===== config.mk =====
export PLATFORM = sky130hd
export DESIGN_NAME = ctrl_decoder
export DESIGN_NICKNAME = d
export VERILOG_FILES = /design/src/rtl/ctrl_dec_pkg.sv /design/src/rtl/ctrl_main_decoder.sv /design/src/rtl/ctrl_alu_control.sv /design/src/rtl/ctrl_decoder.sv
export SDC_FILE = /design/constraint.sdc
export NUM_CORES = 1
export LEC_CHECK = 0
export ABC_AREA = 0
export BUFFER_PORTS_ARGS = -buffer_cell sky130_fd_sc_hd__buf_2
export CAP_MARGIN = 25
export CORE_AREA = 2 2 39 41
export DETAILED_ROUTE_END_ITERATION = 6
export DIE_AREA = 0 0 41 43
export PLACE_DENSITY = 0.46
export SETUP_SLACK_MARGIN = 0.05
export SYNTH_ARGS = -nofsm -noshare
export SYNTH_HDL_FRONTEND = slang
export SYNTH_SLANG_ARGS = --single-unit

===== constraint.sdc =====
create_clock -name vclk -period 1.85
set_input_delay 0.2775 -clock vclk [all_inputs]
set_output_delay 0.2775 -clock vclk [all_outputs]
set_load 0.005 [all_outputs]

===== src/rtl/ctrl_dec_pkg.sv =====
package ctrl_dec_pkg;

    localparam int OPC_W  = 7;
    localparam int F3_W   = 3;
    localparam int F7_W   = 7;
    localparam int ALUC_W = 4;
    localparam int SUB_BIT = 5;

    typedef enum logic [OPC_W-1:0] {
        OPC_RTYPE  = 7'b0110011,
        OPC_LOAD   = 7'b0000011,
        OPC_STORE  = 7'b0100011,
        OPC_BRANCH = 7'b1100011
    } opc_e;

    typedef enum logic [1:0] {
        AOP_ADD  = 2'b00,
        AOP_SUB  = 2'b01,
        AOP_FUNC = 2'b10,
        AOP_RSVD = 2'b11
    } aluop_e;

    localparam logic [ALUC_W-1:0] ALU_ADD = 4'b0010;
    localparam logic [ALUC_W-1:0] ALU_SUB = 4'b0110;

    typedef struct packed {
        logic   branch;
        logic   mem_rd;
        logic   mem_wr;
        logic   alu_src;
        logic   mem_to_reg;
        logic   reg_wr;
        aluop_e alu_op;
    } main_ctrl_t;

    localparam main_ctrl_t CTRL_NOP = '{
        branch: 1'b0, mem_rd: 1'b0, mem_wr: 1'b0, alu_src: 1'b0,
        mem_to_reg: 1'b0, reg_wr: 1'b0, alu_op: AOP_ADD
    };

    function automatic main_ctrl_t decode_main(input logic [OPC_W-1:0] opc);
        main_ctrl_t c;
        c = CTRL_NOP;
        case (opc)
            OPC_RTYPE: begin
                c.reg_wr = 1'b1;
                c.alu_op = AOP_FUNC;
            end
            OPC_LOAD: begin
                c.mem_rd     = 1'b1;
                c.alu_src    = 1'b1;
                c.mem_to_reg = 1'b1;
                c.reg_wr     = 1'b1;
                c.alu_op     = AOP_ADD;
            end
            OPC_STORE: begin
                c.mem_wr  = 1'b1;
                c.alu_src = 1'b1;
                c.alu_op  = AOP_ADD;
            end
            OPC_BRANCH: begin
                c.branch = 1'b1;
                c.alu_op = AOP_SUB;
            end
            default: c = CTRL_NOP;
        endcase
        return c;
    endfunction

endpackage


===== src/rtl/ctrl_main_decoder.sv =====
module ctrl_main_decoder
    import ctrl_dec_pkg::*;
(
    input  logic [OPC_W-1:0] opcode_i,
    output main_ctrl_t       ctrl_o
);

    always_comb begin
        ctrl_o = decode_main(opcode_i);
    end

endmodule


===== src/rtl/ctrl_alu_control.sv =====
module ctrl_alu_control
    import ctrl_dec_pkg::*;
(
    input  aluop_e            alu_op_i,
    input  logic [F3_W-1:0]   funct3_i,
    input  logic [F7_W-1:0]   funct7_i,
    output logic [ALUC_W-1:0] alu_code_o
);

    logic func_sub;
    logic unused_funct7;

    // Only the alternate-operation bit of funct7 matters here
    assign func_sub      = funct7_i[SUB_BIT] && (funct3_i == '0);
    assign unused_funct7 = ^{funct7_i[F7_W-1:SUB_BIT+1], funct7_i[SUB_BIT-1:0]};

    always_comb begin
        unique case (alu_op_i)
            AOP_ADD:  alu_code_o = ALU_ADD;
            AOP_SUB:  alu_code_o = ALU_SUB;
            AOP_FUNC: alu_code_o = func_sub ? ALU_SUB : ALU_ADD;
            default:  alu_code_o = ALU_ADD;
        endcase
    end

endmodule


===== src/rtl/ctrl_decoder.sv =====
module ctrl_decoder
    import ctrl_dec_pkg::*;
(
    input  logic [6:0] opcode_i,
    input  logic [2:0] funct3_i,
    input  logic [6:0] funct7_i,
    output logic       branch_o,
    output logic       mem_rd_o,
    output logic       mem_wr_o,
    output logic       alu_src_o,
    output logic       mem_to_reg_o,
    output logic       reg_wr_o,
    output logic [3:0] alu_code_o
);

    main_ctrl_t main_ctrl;

    ctrl_main_decoder u_main (
        .opcode_i (opcode_i),
        .ctrl_o   (main_ctrl)
    );

    ctrl_alu_control u_aluctl (
        .alu_op_i   (main_ctrl.alu_op),
        .funct3_i   (funct3_i),
        .funct7_i   (funct7_i),
        .alu_code_o (alu_code_o)
    );

    assign branch_o     = main_ctrl.branch;
    assign mem_rd_o     = main_ctrl.mem_rd;
    assign mem_wr_o     = main_ctrl.mem_wr;
    assign alu_src_o    = main_ctrl.alu_src;
    assign mem_to_reg_o = main_ctrl.mem_to_reg;
    assign reg_wr_o     = main_ctrl.reg_wr;

endmodule


# == Word level (Yosys, flattened, before mapping) ==
# Cells that the tools add are included.
# word_totals
reg_bits,0
wordCells,18
out_inout_bits,10
input_bits,17
# classes
muxes,8
n_eq_ne,6
n_reduce_logical,4
# op_table
cell,count
7-bit by 6-bit equality test with 1-bit output (second input constant),2
4-bit case mux with 2 select lines,1
7-bit by 2-bit equality test with 1-bit output (second input constant),1
7-bit equality test (second input constant),1
1-bit two-way mux,5
2-bit case mux with 2 select lines,1
2-bit OR reduction,2
3-bit logical NOT,1
3-bit two-way mux,1
2-bit by 1-bit equality test with 1-bit output (second input constant),1
2-bit equality test (second input constant),1
1-bit logical AND,1

# == Logic depth before layout (Yosys ltp) ==
# Gate-level depths: netlist of run 1.
# depth
word_depth,4
mapped_depth,5
ltp_nobuf,5

# == Cells and area by module ==
# Synthesis of run 1 repeated with hierarchy kept, for this count alone.
# hier_totals
hier_cells,25
area_unflattened_um2,192.7
# by_module_without_submodules
mod,n_inst,seq_area_each_um2,cells_per_inst,area_per_inst_um2
ctrl_main_decoder,1,0.0,12,100.1
ctrl_alu_control,1,0.0,13,92.6

# == Worst setup path before layout of run 1 ==
# OpenSTA, ideal clock, no wires.
# synth_timing
kind,in2out
from,in opcode_i[2]
to,out alu_code_o[2]
arrival_time_ns,1.656
required_ns,1.572
slack_ns,-0.083
path_stages,5
n_path_buf,0
path_cell_list,nand3b_4 or4_1 ha_1 nand3b_1 o41ai_1
# synth_via
elab_chain_len,4
elab_cells_between_ends,6
cone_classes,eq/ne (4); mux (2)
# synth_rtl
item,line_no,rtl
from (decl),ctrl_decoder.sv:4,"input logic [6:0] opcode_i,"
7-bit equality test or 7-bit by 6-bit equality test with 1-bit output (tied branches),ctrl_dec_pkg.sv:44,case (opc)
2-bit case mux with 2 select lines *,ctrl_dec_pkg.sv:44,
2-bit equality test or 2-bit by 1-bit equality test with 1-bit output (tied branches),ctrl_alu_control.sv:18,unique case (alu_op_i)
4-bit case mux with 2 select lines *,ctrl_alu_control.sv:18,
to (decl),ctrl_decoder.sv:13,output logic [3:0] alu_code_o
# Mark *: on every way between the ends. The rest lies on a longest branch, timed or not.

# == Worst setup path in the final report of run 1 ==
# Ends and elaborated chain as after synthesis.

==> results of run 1 <==
## worst min-delay path by stage
stage | from | to | slack [ns] | depth (start not counted)
after floorplan | opcode_i[3] | reg_wr_o | 0.59 | 1
after global placement | funct3_i[2] | alu_code_o[2] | 0.81 | 3
after detailed placement | funct3_i[2] | alu_code_o[2] | 0.81 | 3
after CTS | funct3_i[2] | alu_code_o[2] | 0.81 | 3
after global routing | funct3_i[2] | alu_code_o[2] | 0.83 | 3
final | funct3_i[2] | alu_code_o[2] | 0.81 | 3
## per-layer routing
metal / share of wire (%) / global-route usage [%] / vias to the layer above
li1: - / - / 126
met3: 16 / 1.05 / 0
met5: 0 / 0 / -
met1: 44 / 9.49 / 103
met4: 0 / 0 / 0
met2: 40 / 7.50 / 17
## critical path, stage by stage
cell      delay, ns
buf_6          0.09
nand3b_4       0.14
or4_4          0.50
ha_4           0.25
nand3b_1       0.16
o41ai_2        0.19
buf_2          0.16
## per-stage QoR
stage	instance area, um^2	setup WS, ns
after floorplan	194	-0.0268
after CTS	325	-0.210
after global placement	319	-0.235
after global routing	357	-0.240
after detailed placement	319	-0.233
final	357	-0.184
## synth_stat cells
library cell / count / share of area (%)
buf_4: 4 / 16
nand2b_1: 1 / 3.4
nor2_1: 1 / 2.1
nor3_1: 2 / 5.5
nand3b_1: 1 / 4.1
nor4_1: 3 / 10
inv_1: 1 / 2.1
or4_4: 1 / 6.2
conb_1: 2 / 4.1
ha_1: 2 / 14
o41ai_1: 1 / 4.8
xor2_1: 1 / 4.8
nand3b_4: 1 / 11
or3_1: 1 / 3.4
or4_1: 1 / 4.1
nand2_1: 2 / 4.1
## repair_timing
action	CTS	global route
pin swaps	1	1
gates resized for setup	1	4
hold buffers	0	0
setup endpoints to repair	1	1
## cell usage in the layout, fill, tap and decap left out, drive strengths merged
master,n
or4,2
nor4,3
nor3,2
or3,1
conb,3
nand2b,1
inv,1
buf,24
nor2,1
o41ai,1
ha,2
nand3b,2
xor2,1
nand2,2
## area by class of cell
| class | count | area (um^2) | share of cell area, % |
|---|---|---|---|
| multi-input combinational | 21 | 191 | 53.7 |
| timing repair buffer | 24 | 141 | 39.6 |
| tap | 16 | 20.0 | 5.61 |
| inverter | 1 | 3.75 | 1.05 |
## report_power, final
group	leakage, nW	internal [mW]	total (mW)	switching (mW)
Combinational	0.187	0.0233	0.0444	0.0211
Sequential	0	0	0	0
Clock	0	0	0	0
## cells by family (layout without fill, tap and decap cells)
family | after synthesis | in the layout
AOI/OAI and AO/OA | 1 | 1
xor gates and xnor gates | 1 | 1
adders and majority gates | 2 | 2
buffers and inverters | 5 | 25
other | 2 | 3
and+or+nand+nor | 14 | 14
==> run_results.csv, run 1 <==
group,metric,value,unit
drt,wirelength,581,um
critical_path,worst-endpoint-required,1.57,ns
logic_synthesis,syn_inst,25,
drt,wl_per_cell,9.37,um
logic_synthesis,ys_seq_area_share,0,%
final_layout,utilization,25.8,%
drt,drt_first_pass_iters,1,
global_routing,grt_usage,5.59,%
global_routing,antenna_found_initial,0,
timing,setup_ws,-0.184,ns
logic_synthesis,synth_compound_area_share,4.79,%
pwr,peakVddDrop,59.9,uV
placed_design,post-place-cells,62,
logic_synthesis,synthAdderAreaFrac,13.7,%
final_layout,numSequentialCells,0,
floorplanning,initial_core_util,13.2,%
timing,setup_viol,1,
drt,dr_total_vias,246,
timing,fin_hold_ws,0.812,ns
drt,antenna_left,0,
critical_path,critPathCapture,"alu_code_o[2]",
hold_path,hold_class,"in2out",
timing,grt_setup_unrepaired,"true",
floorplanning,die_x,41,um
critical_path,start_kind,"input port",
final_layout,antenna_cells,0,
logic_synthesis,muxShareOfSynthArea,0,%
final_layout,fin_nets,67,
pwr,p_total,0.0444,mW
drt,drtIter0Drc,0,
critical_path,critPathKind,"in2out",
logic_synthesis,syn-cell-area,183,um^2
drt,drc,0,
drt,vias_per_cell,3.97,
run_status,violations,"setup timing",
flow_run,drv_cap,0,
logic_synthesis,yosysUniqueCellTypes,16,
global_routing,grt_max_degree,8,
timing,period_minus_slack,2.03,ns
floorplanning,pin_count,27,
run_status,outcome,"finished with violations",
placed_design,place.gp.congestion,0.624,
final_layout,seqCellArea,0,um^2
final_layout,fillers,161,
global_routing,grt_pass1_vias,184,
floorplanning,core_area,0.00138,mm^2
floorplanning,die_h,43,um
critical_path,startpoint,"opcode_i[2]",
logic_synthesis,synthSimpleGateAreaFrac,54.1,%
critical_path,critPathMaxFanout,2,
critical_path,arrival,1.76,ns
logic_synthesis,syn_avg_cell_area,7.31,um^2
logic_synthesis,synth_top_family_by_area,"simple AND/OR/NAND/NOR gates",
global_routing,gr-total-overflow,0,
floorplanning,dieArea,0.00176,mm^2
floorplanning,row_count,14,
final_layout,nClkBuffers,0,
timing,finalHoldViolCount,0,
logic_synthesis,synth_xor_area_share,4.79,%
pwr,power.density,125,mW/mm^2
timing,fin_tns_setup,-0.184,ns
critical_path,critPathCaptureType,"output port",
placed_design,dp_hpwl,472,um
final_layout,fin_cells,62,
timing,fin_crit_sh,110,%
timing,max_freq,0.492,GHz
timing,maxSlewViolCount,0,
placed_design,numPortBuffers,18,
logic_synthesis,yosysWarnings,0,
global_routing,grt_pass1_wl,752,um
final_layout,syn2layout_area_growth,95.2,%
clocking,postCtsSetupBuffers,0,
final_layout,drive_gt1_share,65.2,%
pwr,power.leakage,0.187,nW
No activity file was read; power rests on OpenSTA's default activity.
==> run 2: changes to the inputs <==
Settings changed: PLACE_DENSITY 0.46 to 0.44.
==> run_results.csv, run 2 (synthesis results as in run 1) <==
group,metric,value,unit
hold_path,min_to,"alu_code_o[2]",
pwr,power_frac_comb,100.0,%
global_routing,antenna_found_initial,0,
critical_path,crit_path_top_delay_cell,"or4_4",
global_routing,met1_usage,8.23,%
placed_design,dp_slack,-0.249,ns
timing,period_minus_slack,2.00,ns
timing,maxSlewViolCount,0,
final_layout,fin_nets,67,
final_layout,drive_gt1_share,65.2,%
critical_path,path_cells,"buf_6 -> nand3b_4 -> or4_4 -> ha_4 -> nand3b_1 -> o41ai_2 -> buf_2",
critical_path,cpPeakStageDelay,0.50,ns
timing,fin_crit_sh,108,%
drt,dr_total_vias,248,
floorplanning,die_h,43,um
drt,drtIter0Drc,5,
timing,setup_ws,-0.154,ns
final_layout,syn2layout_area_growth,95.2,%
pwr,internal_power,0.0233,mW
global_routing,grt_pass1_wl,779,um
critical_path,start_kind,"input port",
final_layout,layout_common_cells,"17 x buf_2, 6 x buf_4, 3 x conb_1",
final_layout,seqCellArea,0,um^2
global_routing,gr-total-overflow,0,
global_routing,grt_max_degree,8,
floorplanning,row_count,14,
global_routing,grt_usage,5.89,%
critical_path,path_delay_family,"simple AND/OR/NAND/NOR gates",
drt,vias_per_cell,4.00,
critical_path,worst-endpoint-required,1.57,ns
hold_path,hold_class,"in2out",
floorplanning,core_area,0.00138,mm^2
global_routing,grtUsageMet2,10.3,%
final_layout,antenna_cells,0,
pwr,power.leakage,0.187,nW
pwr,power.density,124,mW/mm^2
drt,wl_per_cell,8.71,um
drt,drc,0,
timing,setup_viol,1,
placed_design,place.gp.congestion,0.746,
placed_design,dp_hpwl,472,um
floorplanning,dieArea,0.00176,mm^2
global_routing,gr-usage-met3,0,%
critical_path,critPathKind,"in2out",
flow_run,drv_cap,0,
global_routing,grt_pass1_vias,201,
critical_path,critPathMaxFanout,2,
drt,drt_first_pass_iters,4,
final_layout,numSequentialCells,0,
floorplanning,die_x,41,um
placed_design,numPortBuffers,18,
final_layout,utilization,25.8,%
hold_path,min_from,"funct3_i[2]",
hold_path,hold_depth,3,
run_status,violations,"setup timing",
timing,max_freq,0.499,GHz
floorplanning,initial_core_util,13.2,%
drt,wirelength,540,um
clocking,hold_buffers,0,
placed_design,post-place-cells,62,
pwr,swShare,47.1,%
pwr,switchingPower,0.0208,mW
timing,finalHoldViolCount,0,
pwr,peakVddDrop,53.4,uV
final_layout,fin_cells,62,
pwr,p_clk_share,0,%
timing,grt_setup_unrepaired,"true",
run_status,outcome,"finished with violations",
final_layout,nClkBuffers,0,
drt,antenna_left,0,
final_layout,final_common_cell,"buf_2",
pwr,power_frac_seq,0,%
critical_path,critPathBufInv,2,
critical_path,critPathCaptureType,"output port",
critical_path,arrival,1.73,ns
global_routing,top_usage_layer,"met2",
floorplanning,pin_count,27,
[run 2: worst max-delay path by stage]
| stage | startpoint | endpoint | slack, ns | cells after the start |
|---|---|---|---|---|
| after CTS | opcode_i[2] | alu_code_o[2] | -0.16 | 7 |
| after global placement | opcode_i[2] | alu_code_o[2] | -0.25 | 7 |
| after floorplan | opcode_i[2] | alu_code_o[2] | -0.03 | 5 |
| final | opcode_i[2] | alu_code_o[2] | -0.15 | 7 |
| after global routing | opcode_i[2] | alu_code_o[2] | -0.22 | 8 |
| after detailed placement | opcode_i[2] | alu_code_o[2] | -0.25 | 7 |
[run 2: per-layer routing]
layer,vias up,share of wire (%),routed length (um)
li1,127,-,-
met1,105,44,240
met5,-,0,0
met3,0,11,62
met4,0,0,0
met2,16,44,237
[run 2: final cells by class]
| class | count | area [um^2] |
|---|---|---|
| Multi-Input combinational cell | 21 | 191 |
| Inverter | 1 | 3.75 |
| Tap cell | 16 | 20.0 |
| Fill cell | 153 | 1030 |
| Timing Repair Buffer | 24 | 141 |
[run 2: power groups by stage]
stage | logic [mW] | clock network (mW) | registers (mW)
2_1_floorplan | 0.0150 | 0 | 0
3_3_place_gp | 0.0393 | 0 | 0
3_5_place_dp | 0.0395 | 0 | 0
4_1_cts | 0.0444 | 0 | 0
5_1_grt | 0.0484 | 0 | 0
6_report | 0.0441 | 0 | 0
[run 2: per-stage QoR]
| stage | power (mW) | hold slack (ns) | TNS (ns) | area [um^2] |
|---|---|---|---|---|
| final | 0.0441 | 0.809 | -0.154 | 357 |
| after global routing | 0.0484 | 0.832 | -0.222 | 357 |
| after CTS | 0.0444 | 0.813 | -0.162 | 357 |
| after detailed placement | 0.0395 | 0.812 | -0.249 | 319 |
| after global placement | 0.0393 | 0.812 | -0.250 | 319 |
| after floorplan | 0.0150 | 0.590 | -0.0268 | 194 |
[run 2: timing repair]
item / 4_1_cts / 5_1_grt
buffers inserted: 0 / 0
setup endpoints to repair: 1 / 1
resized for setup: 5 / 0
pin swaps: 1 / 0
